## src/rtl/sar_seq_pkg.sv

```systemverilog
package sar_seq_pkg;

  typedef enum logic {
    PH_IDLE = 1'b0,
    PH_CONV = 1'b1
  } sar_phase_e;

endpackage

```

## src/rtl/sar_start_detect.sv

```systemverilog
module sar_start_detect (
  input  logic clk,
  input  logic rst_n,
  input  logic en_i,
  input  logic sel_n_i,
  input  logic rdconv_i,
  input  logic short_i,
  output logic start_o,
  output logic short_q_o
);

  logic go;
  logic go_q;
  logic short_q;
  logic short_d;

  // qualifying level: the last input to become active completes it
  assign go      = en_i & ~sel_n_i & ~rdconv_i;
  assign start_o = go & ~go_q;
  assign short_d = start_o ? short_i : short_q;

  always_ff @(posedge clk or negedge rst_n) begin
    if (!rst_n) begin
      go_q    <= 1'b0;
      short_q <= 1'b0;
    end else begin
      go_q    <= go;
      short_q <= short_d;
    end
  end

  assign short_q_o = short_q;

endmodule

```

## src/rtl/sar_step_engine.sv

```systemverilog
module sar_step_engine
  import sar_seq_pkg::*;
#(
  parameter int unsigned WIDTH      = 12,
  parameter int unsigned SHORT_BITS = 8
) (
  input  logic             clk,
  input  logic             rst_n,
  input  logic             start_i,
  input  logic             short_i,
  input  logic             cmp_i,
  output logic [WIDTH-1:0] trial_o,
  output logic             busy_o,
  output logic             done_o,
  output logic [WIDTH-1:0] word_o
);

  localparam int unsigned IDX_W = $clog2(WIDTH);
  localparam int unsigned TAIL  = WIDTH - SHORT_BITS;
  localparam logic [IDX_W-1:0] TOP_IDX    = IDX_W'(WIDTH - 1);
  localparam logic [IDX_W-1:0] SHORT_LAST = IDX_W'(TAIL);
  localparam logic [WIDTH-1:0] MSB_ONEHOT = WIDTH'(1) << (WIDTH - 1);
  localparam logic [WIDTH-1:0] KEEP_MASK  = ~((WIDTH'(1) << TAIL) - WIDTH'(1));
  localparam logic [WIDTH-1:0] TAIL_PAT   = WIDTH'(1) << (TAIL - 1);

  sar_phase_e       phase_q, phase_d;
  logic [IDX_W-1:0] idx_q, idx_d;
  logic [WIDTH-1:0] trial_q, trial_d;
  logic [WIDTH-1:0] decided;
  logic [WIDTH-1:0] final_word;
  logic             last_bit;
  logic             ld_en;

  // decision for the bit under test and end-of-run detection
  always_comb begin
    decided          = trial_q;
    decided[idx_q]   = cmp_i;
    last_bit         = (idx_q == '0) || (short_i && (idx_q <= SHORT_LAST));
    final_word       = short_i ? ((decided & KEEP_MASK) | TAIL_PAT) : decided;
  end

  always_comb begin
    phase_d = phase_q;
    idx_d   = idx_q;
    trial_d = trial_q;
    ld_en   = 1'b0;
    case (phase_q)
      PH_IDLE: begin
        if (start_i) begin
          phase_d = PH_CONV;
          idx_d   = TOP_IDX;
          trial_d = MSB_ONEHOT;
          ld_en   = 1'b1;
        end
      end
      PH_CONV: begin
        ld_en = 1'b1;
        if (last_bit) begin
          phase_d = PH_IDLE;
          trial_d = final_word;
        end else begin
          idx_d          = idx_q - IDX_W'(1);
          trial_d        = decided;
          trial_d[idx_d] = 1'b1;
        end
      end
      default: phase_d = PH_IDLE;
    endcase
  end

  always_ff @(posedge clk or negedge rst_n) begin
    if (!rst_n) begin
      phase_q <= PH_IDLE;
      idx_q   <= '0;
      trial_q <= '0;
    end else if (ld_en) begin
      phase_q <= phase_d;
      idx_q   <= idx_d;
      trial_q <= trial_d;
    end
  end

  assign trial_o = trial_q;
  assign busy_o  = (phase_q == PH_CONV);
  assign done_o  = (phase_q == PH_CONV) && last_bit;
  assign word_o  = final_word;

endmodule

```

## src/rtl/sar_result_hold.sv

```systemverilog
module sar_result_hold #(
  parameter int unsigned WIDTH = 12
) (
  input  logic             clk,
  input  logic             rst_n,
  input  logic             done_i,
  input  logic [WIDTH-1:0] word_i,
  output logic [WIDTH-1:0] result_o
);

  logic [WIDTH-1:0] result_q;
  logic [WIDTH-1:0] result_d;

  assign result_d = done_i ? word_i : result_q;

  always_ff @(posedge clk or negedge rst_n) begin
    if (!rst_n) begin
      result_q <= '0;
    end else begin
      result_q <= result_d;
    end
  end

  assign result_o = result_q;

endmodule

```

## src/rtl/sar_seq_core.sv

```systemverilog
module sar_seq_core #(
  parameter int unsigned WIDTH      = 12,
  parameter int unsigned SHORT_BITS = 8
) (
  input  logic             clk,
  input  logic             rst_n,
  input  logic             en_i,
  input  logic             sel_n_i,
  input  logic             rdconv_i,
  input  logic             short_i,
  input  logic             cmp_i,
  output logic [WIDTH-1:0] trial_o,
  output logic             busy_o,
  output logic [WIDTH-1:0] result_o
);

  logic             start;
  logic             short_q;
  logic             done;
  logic [WIDTH-1:0] word;

  sar_start_detect u_start (
    .clk      (clk),
    .rst_n    (rst_n),
    .en_i     (en_i),
    .sel_n_i  (sel_n_i),
    .rdconv_i (rdconv_i),
    .short_i  (short_i),
    .start_o  (start),
    .short_q_o(short_q)
  );

  sar_step_engine #(
    .WIDTH     (WIDTH),
    .SHORT_BITS(SHORT_BITS)
  ) u_engine (
    .clk    (clk),
    .rst_n  (rst_n),
    .start_i(start),
    .short_i(short_q),
    .cmp_i  (cmp_i),
    .trial_o(trial_o),
    .busy_o (busy_o),
    .done_o (done),
    .word_o (word)
  );

  sar_result_hold #(
    .WIDTH(WIDTH)
  ) u_result (
    .clk     (clk),
    .rst_n   (rst_n),
    .done_i  (done),
    .word_i  (word),
    .result_o(result_o)
  );

endmodule

```

## config.mk

```make
export PLATFORM = sky130hd
export DESIGN_NAME = sar_seq_core
export DESIGN_NICKNAME = d
export VERILOG_FILES = /design/src/rtl/sar_seq_pkg.sv /design/src/rtl/sar_start_detect.sv /design/src/rtl/sar_step_engine.sv /design/src/rtl/sar_result_hold.sv /design/src/rtl/sar_seq_core.sv
export SDC_FILE = /design/constraint.sdc
export NUM_CORES = 1
export LEC_CHECK = 0
export BUFFER_PORTS_ARGS = -buffer_cell sky130_fd_sc_hd__buf_2
export CORE_ASPECT_RATIO = 0.5
export CORE_UTILIZATION = 45
export CTS_CLUSTER_DIAMETER = 80
export DETAILED_ROUTE_END_ITERATION = 8
export GPL_TIMING_DRIVEN = 1
export PLACE_DENSITY = 0.74
export RECOVER_POWER = 50
export SETUP_SLACK_MARGIN = 0.2
export SLEW_MARGIN = 20
export SYNTH_ARGS = -nofsm -noshare
export SYNTH_HDL_FRONTEND = slang
export SYNTH_SLANG_ARGS = --single-unit
```

## constraint.sdc

```tcl
create_clock -name clk -period 1.9 [get_ports clk]
set_input_delay 0.38 -clock clk [delete_from_list [all_inputs] [get_ports clk]]
set_output_delay 0.38 -clock clk [all_outputs]
set_load 0.005 [all_outputs]
```

Word level (Yosys, flattened, before mapping)
Cells that the tools add are included.
- bits in registers: 31
- bits in latches: 0
- RAM bits: 0
- memory bits (read-only): 0
- bits of input ports: 7
- output and inout bits: 25
- logic and storage cells: 46
- memories: 0
- add/sub/neg operators: 1
- $mul: 0
- divide/modulo/power cells: 0
- $lt $le $gt $ge: 5
- equality and inequality tests: 2
- shifts and indexed selects: 0
- mux-type cells: 16
- bitwise gates (word level): 8
- reductions and logical operators: 8
- operators with widths (operator ; count):
    $mux 12 ; 2
    $pmux 12 s2 ; 1
    $bwmux 12 ; 1
    $mux 4 ; 3
    $or 12x12->12 ; 1
    $lt 4x5->1 const B ; 2
    $demux 1 s4 ; 2
    $ge 4x1->1 const B ; 2
    $pmux 4 s2 ; 1
    $le 4x3->1 const B ; 1
    $logic_and 1x1->1 ; 4
    $logic_not 4->1 ; 1
    $mux 1 ; 4
    $ne 2x2->1 const B ; 2
    $not 1->1 ; 4
    $pmux 1 s2 ; 2
    $sub 4x1->4 const B ; 1
    $and 1x1->1 ; 3
    $reduce_and 3->1 ; 1
    $reduce_and 2->1 ; 1
    $logic_or 1x1->1 ; 1

Longest topological paths before layout
Gate-level depths: netlist of run 1.
- depth after elaboration: 8
- depth in mapped cells: 7
- mapped depth without buffers: 6

Cells and area by module
Synthesis of run 1 repeated with hierarchy kept, for this count alone.
- cell total of the unflattened synthesis: 161
- area, all modules: 1818.0 sq um
- modules (own cells, without submodules) (module ; times used ; cells an instance ; area each (sq um) ; seq. area each (sq um)):
    sar_step_engine ; 1 ; 131 ; 1241.2 ; 425.4
    sar_result_hold ; 1 ; 25 ; 484.2 ; 300.3
    sar_start_detect ; 1 ; 5 ; 92.6 ; 50.0

Worst setup path after synthesis of run 1
OpenSTA, ideal clock, no wires.
- path kind: register -> register
- from: reg u_engine.idx_q[0]
- to: reg u_result.result_q[10] (netlist: u_result.result_o[10])
- setup time: 125 ps
- arrival time: 1788 ps
- required time: 1775 ps
- setup slack: -13 ps
- cell stages (with the launch flop): 8
- path buffers: 1
- period minus slack after synthesis: 1913 ps
- cells stage by stage: dfrtp_1 -> inv_1 -> ha_1 -> nor2b_2 -> a21o_2 -> nand2_2 -> buf_6 -> mux2_4
- longest elaborated chain between the ends: 5
- elaborated cells between the ends (all ways): 11
- those cells by class: order compare (3); mux (3); reduce/logical (5)
- RTL lines (element ; line ; text):
    start: declaration ; sar_step_engine.sv:27 ; logic [IDX_W-1:0] idx_q, idx_d;
    start signal: assignment ; sar_step_engine.sv:78 ; idx_q <= idx_d;
    $lt 4x5->1 (not written as such) / $ge 4x1->1 (equally long branches) ; sar_step_engine.sv:37 ; decided[idx_q] = cmp_i;
    $logic_and 1x1->1 (not written as such) ; sar_step_engine.sv:37 ;
    $mux 1 (not written as such) ; sar_step_engine.sv:37 ;
    $demux 1 s4 ; - ;
    $bwmux 12 ; sar_step_engine.sv:37 ;
    end signal: assignment ; sar_result_hold.sv:20 ; result_q <= result_d;
    end: declaration ; sar_result_hold.sv:11 ; logic [WIDTH-1:0] result_q;
Several ways; a longest one is shown, not always the timed one.
A chain may end at the register's enable or synchronous reset.

Final worst setup path of run 1
- from: reg u_engine.idx_q[3]
- to: reg u_result.result_q[4] (netlist: u_result.result_o[4])
Same word-level chain as after synthesis.

==> results of run 1 <==
## kinds of logic (layout without fill, tap and decap cells)
family                   count (synthesis)  in the layout
AO/OA/AOI/OAI                           45             45
XOR/XNOR                                 1              1
adder cells (fa/ha/maj)                  6              6
buffers and inverters                   16             65
flip-flops                              31             31
multiplexers                            24             24
AND/OR/NAND/NOR                         66             67
## state kept, by name, summed over array words and instances, names as in the netlist
name	flops
u_engine.busy_o	1
u_engine.idx_q	4
u_engine.trial_o	12
u_result.result_o	12
u_start.go_q	1
u_start.short_q_o	1
## critical path, delay by kind of cell, from the launching register on
kind | cells | cell delay (ps)
simple gates | 1 | 190
flops | 1 | 480
buf+inv | 1 | 270
mux | 2 | 610
## final timing paths
kind	start	to	slack, ps
min	rst_n	u_engine.idx_q[1]$_DFFE_PN0P_	180
max reg2reg	u_engine.idx_q[3]$_DFFE_PN0P_	u_result.result_o[4]$_DFFE_PN0P_	220
min in group clk	rdconv_i	u_start.go_q$_DFF_PN0_	270
max in group asynchronous	rst_n	u_engine.idx_q[2]$_DFFE_PN0P_	680
min reg2reg	u_result.result_o[0]$_DFFE_PN0P_	u_result.result_o[0]$_DFFE_PN0P_	490
max	u_engine.idx_q[3]$_DFFE_PN0P_	u_result.result_o[4]$_DFFE_PN0P_	220
## area by class of cell
| class | count | area (sq um) | share of cell area, % |
|---|---|---|---|
| Clock buffer | 6 | 82.58 | 3.254 |
| Clock inverter | 1 | 5.005 | 0.1972 |
| Inverter | 5 | 23.77 | 0.9369 |
| Multi-Input combinational cell | 143 | 1251 | 49.31 |
| Sequential cell | 31 | 780.7 | 30.77 |
| Tap cell | 54 | 67.56 | 2.663 |
| Timing Repair Buffer | 53 | 326.6 | 12.87 |
## through the flow
step	utilization [%]	cells
4_1_cts	59.34	284
6_report	63.38	293
3_5_place_dp	55.56	276
3_3_place_gp	55.56	276
5_1_grt	63.38	293
2_1_floorplan	-	189
## power breakdown
part	switching, mW	internal (mW)	leakage (nW)	total, mW
clock network	0.240	0.284	0.0470	0.523
logic	1.35	1.28	0.710	2.63
registers	0.279	0.954	0.379	1.23
## metal layers
layer,up-vias,wire length (microns),global-route usage (%)
met5,-,0,0
met2,79,2444,36.09
met4,0,27,5.051
met3,4,424,4.403
li1,786,-,-
met1,838,2385,33.97
## synthesized netlist by cell type (5+ instances only)
library cell	number	share of area (%)
dfrtp_1	31	40
mux2_2	6	3.5
mux2i_1	5	2.6
buf_2	5	1.3
nand3b_1	6	2.3
ha_1	6	3.9
nand2_1	16	3.1
o21ai_0	10	2.6
nor3b_1	5	1.9
a211oi_1	6	2.3
mux2_4	9	7.0
inv_1	5	0.97
and3_1	5	1.6
nor2_1	15	2.9
## what timing repair did
action	4_1_cts	5_1_grt
hold buffers	0	0
cloned	0	1
setup endpoints to repair	17	18
buffers inserted	1	8
pin swaps	0	4
gates resized for setup	12	19
==> impl_metrics.toml, run 1 <==
[finish]
layout_commonest_cell = "dfrtp_1"
fin_area_sq_um = 2537
diodes = 0
fillCellCount = 333
nets = 252
area_delta_synth_final_pct = 31.18
final_cell_mix = "dfrtp_1 (27), buf_2 (26), buf_4 (17), nand2_1 (16), nor2_1 (15)"
drive_gt1_share_pct = 41.00

[sta]
timing.setup.tns_ps = 0
slew_headroom_pct = 43.23
worst_pin_slew_ps = 851.5
hold_viol = 0
fin_skew_ps = 7.398
fin_ws_ps = 222.8
fin_crit_ps = 1677
slew_violations = 0
setup_viol = 0
whs_ps = 184.5
rsz0062_at_grt = "yes"
fmax_mhz = 596.2
post-route-period-util_pct = 88.27

[placed_design]
io_buffers = 31
placed_area_sq_um = 2225
pre_cts_slack_ps = 56.10
gp_congestion = 0.8781
dp_hpwl_mm = 3.432

[yosys]
syn_nets = 202
synthAdderAreaFrac_pct = 3.881
synth.distinct_cells = 52
syn_area_sq_um = 1934
synth_edf_count = 0
ys_seq_area_share_pct = 40.10
synthFlopType = "dfrtp_1"
muxShareOfSynthArea_pct = 15.39
ys_async_sr_fraction_pct = 100.0
synth_xor_xnor_area_share_pct = 0.4528
synth_top_family_by_area = "simple AND/OR/NAND/NOR gates"
yosys_warnings = 0
netlist_instances = 189
synth-seq-cells = 31
synth-compound-area-share_pct = 17.21
synth_area_per_cell_sq_um = 10.23
synthSimpleGateAreaFrac_pct = 18.95

[route]
route.detailed.drc = 0
dr.pass1.iters = 4
ant_nets = 0
drtIter0Drc = 112
viasPerCell = 5.826
totalWireLength_mm = 5.282
wl_per_cell_microns = 18.03
dr_total_vias = 1707

[global_route]
grt_pass1_vias = 1566
grtUsageTotal_pct = 23.34
antenna_found_initial = 0
grt_max_degree = 18
grt-ovfl-total = 0
grt_pass1_wl_mm = 8.079

[setup_path]
cp-start-kind = "flip-flop"
arrival_ps = 1840
cpPeakStageDelay_ps = 480
crit_fanout = 14
worstSetupPathType = "flip-flop to flip-flop"
endpoint_kind = "flip-flop"
rr_worst_depth = 4
crit_chain = "buf_4 > nand3b_1 > mux2_2 > mux2_4"
cp.required_ps = 2060
crit_slowest_cell = "dfrtp_2"

[die]
fp.dieArea_sq_um = 4581
design.core.area_sq_um = 4004
rows = 16
initial_utilization_pct = 48.31
die_h_microns = 48.36
io_pins = 32
die_w_microns = 94.72

[hold_path]
hp-class = "input port to async pin"

[clock_network]
clock_path_buffers = 2
cts_buffers = 5
clk_pin_slew_worst_paths_ps = 60
worstSkewPairLatency_ps = 280
cts_root_buffer = "clkbuf_8"
cts_sinks = 31
tritoncts = "built"
cts_max_level = 2

[flow_run]
maxCapViolCount = 0

[power]
powerDensity_nw_per_um2 = 1727
total_power_mw = 4.381
power_leakage_nw = 1.136
peakVddDrop_mv = 0.9318

[status]
status = "finished clean"
(Power assumes the default switching activity.)
==> inputs of run 2 (changes only) <==
Settings changed: BUFFER_PORTS_ARGS -buffer_cell sky130_fd_sc_hd__buf_2 to -buffer_cell sky130_fd_sc_hd__buf_4, CORE_MARGIN set to 4.
==> impl_metrics.toml, run 2 (synthesis gave the netlist of run 1 again) <==
[die]
io_pins = 32
rows = 16
fp.dieArea_sq_um = 5475
design.core.area_sq_um = 4024
die_w_microns = 100.7
die_h_microns = 54.36
initial_utilization_pct = 48.07

[finish]
diodes = 0
drive_gt1_share_pct = 43.88
register_area_sq_um = 780.7
final_cell_mix = "buf_4 (37), dfrtp_1 (27), nand2_1 (16), nor2_1 (15)"
multi_input_area_sq_um = 1194
layout_commonest_cell = "buf_4"
nets = 249
area_delta_synth_final_pct = 32.92
fillCellCount = 338
fin_area_sq_um = 2571

[power]
p_switching_mw = 1.769
peakVddDrop_mv = 0.7677
switching_share_pct = 39.52
internal_power_mw = 2.706
total_power_mw = 4.475
p_comb_share_pct = 57.4
clockPowerShare_pct = 15.2
power_leakage_nw = 1.167
powerDensity_nw_per_um2 = 1741
seqPwrFrac_pct = 27.3

[route]
met2WireLength_mm = 2.260
viasPerCell = 5.674
route.detailed.drc = 0
routed-wl-met3_microns = 229
totalWireLength_mm = 5.030
top_layer_used = "met4"
wl_met1_mm = 2.467
dr.pass1.iters = 4
ant_nets = 0
wl_per_cell_microns = 17.29
dr_total_vias = 1651
drtIter0Drc = 89

[clock_network]
cts_sinks = 31
holdBufCountCts = 0
cts_buffers = 5
worstSkewPairLatency_ps = 290
tritoncts = "built"
clk_pin_slew_worst_paths_ps = 70
clock_path_buffers = 2
cts_max_level = 2
cts_root_buffer = "clkbuf_8"

[global_route]
grt_pass1_vias = 1575
grt-ovfl-total = 0
grt_max_degree = 32
grtUsageTotal_pct = 19.56
grt_pass1_wl_mm = 8.004
antenna_found_initial = 0

[hold_path]
hp-class = "input port to async pin"

[sta]
slew_headroom_pct = 46.97
worst_pin_slew_ps = 795.4
timing.setup.tns_ps = 0
fin_crit_ps = 1724
post-route-period-util_pct = 90.74
setup_viol = 0
slew_violations = 0
hold_viol = 0
fin_skew_ps = 9.086
fmax_mhz = 580.0
rsz0062_at_grt = "yes"

[setup_path]
timing.critical_path.from = "u_engine.idx_q[1]$_DFFE_PN0P_"
cp.required_ps = 2070
rr_worst_depth = 6
cp-start-kind = "flip-flop"
endpoint = "u_engine.trial_o[3]$_DFFE_PN0P_"
arrival_ps = 1900
endpoint_kind = "flip-flop"
reg2reg_slack_ps = 180
reg2reg_from = "u_engine.idx_q[1]$_DFFE_PN0P_"
r2r-end = "u_engine.trial_o[3]$_DFFE_PN0P_"
worstSetupPathType = "flip-flop to flip-flop"
crit_fanout = 7

[placed_design]
dp_hpwl_mm = 3.377
placed_area_sq_um = 2302
io_buffers = 31
gp_congestion = 0.8631

[flow_run]
maxCapViolCount = 0

[status]
status = "finished clean"
[run 2: cell count changes in the layout (fill, tap and decap cells not counted), sizes merged]
cell / before / now
buf: 46 / 39
clkbuf: 13 / 18
bufinv: 0 / 1
nand2: 19 / 18
[run 2: how the worst min path moves through the flow]
stage                      from                              end  depth (start not counted)
final                     rst_n  u_engine.trial_o[5]$_DFFE_PN0P_                          1
after global routing      rst_n  u_engine.trial_o[5]$_DFFE_PN0P_                          1
after CTS                 rst_n  u_engine.trial_o[9]$_DFFE_PN0P_                          1
after detailed placement  rst_n    u_engine.idx_q[3]$_DFFE_PN0P_                          1
after global placement    rst_n  u_engine.trial_o[0]$_DFFE_PN0P_                          1
after floorplan           rst_n      u_engine.busy_o$_DFFE_PN0P_                          0
[run 2: what timing repair did]
| action | CTS | global route |
|---|---|---|
| setup endpoints to repair | 15 | 25 |
| gates resized for setup | 11 | 11 |
| pin swaps | 1 | 2 |
| setup buffers | 1 | 6 |
[run 2: power groups by stage]
stage,registers [mW],clock network (mW),logic (mW)
after detailed placement,1.22,0,2.31
after global routing,1.27,0.719,2.80
after CTS,1.23,0.690,2.37
final,1.22,0.682,2.57
after floorplan,1.19,0,1.43
after global placement,1.21,0,2.27
[run 2: cell type report]
| cell class | count | share of cell area [%] |
|---|---|---|
| Clock buffer | 6 | 3.212 |
| Inverter | 5 | 0.7299 |
| Tap cell | 54 | 2.628 |
| Multi-Input combinational cell | 142 | 46.42 |
| Sequential cell | 31 | 30.36 |
| Timing Repair Buffer | 51 | 15.28 |
| Clock inverter | 2 | 1.363 |
[run 2: metal layers]
layer	vias to the layer above	global-route usage, %
li1	780	-
met1	823	27.42
met2	42	29.08
met3	6	4.453
met4	0	8.725
met5	-	0
[run 2: worst max-delay path: stages (launching register included)]
cell and delay, ps:
dfrtp_2 390, buf_4 150, ha_2 240, nor3b_4 230
mux2i_2 280, o21ai_0 130, a22o_1 200
[run 2: stage by stage]
| stage | hold WS, ps | worst slack, ps | instances | util (%) |
|---|---|---|---|---|
| 6_report | 167.6 | 176.0 | 291 | 63.90 |
| 5_1_grt | 238.2 | 87.48 | 291 | 63.90 |
| 4_1_cts | 34.42 | 196.9 | 285 | 61.50 |
| 3_5_place_dp | 344.2 | 51.64 | 276 | 57.21 |
| 3_3_place_gp | 334.5 | 113.4 | 276 | 57.21 |
| 2_1_floorplan | 84.41 | 170.6 | 189 | - |
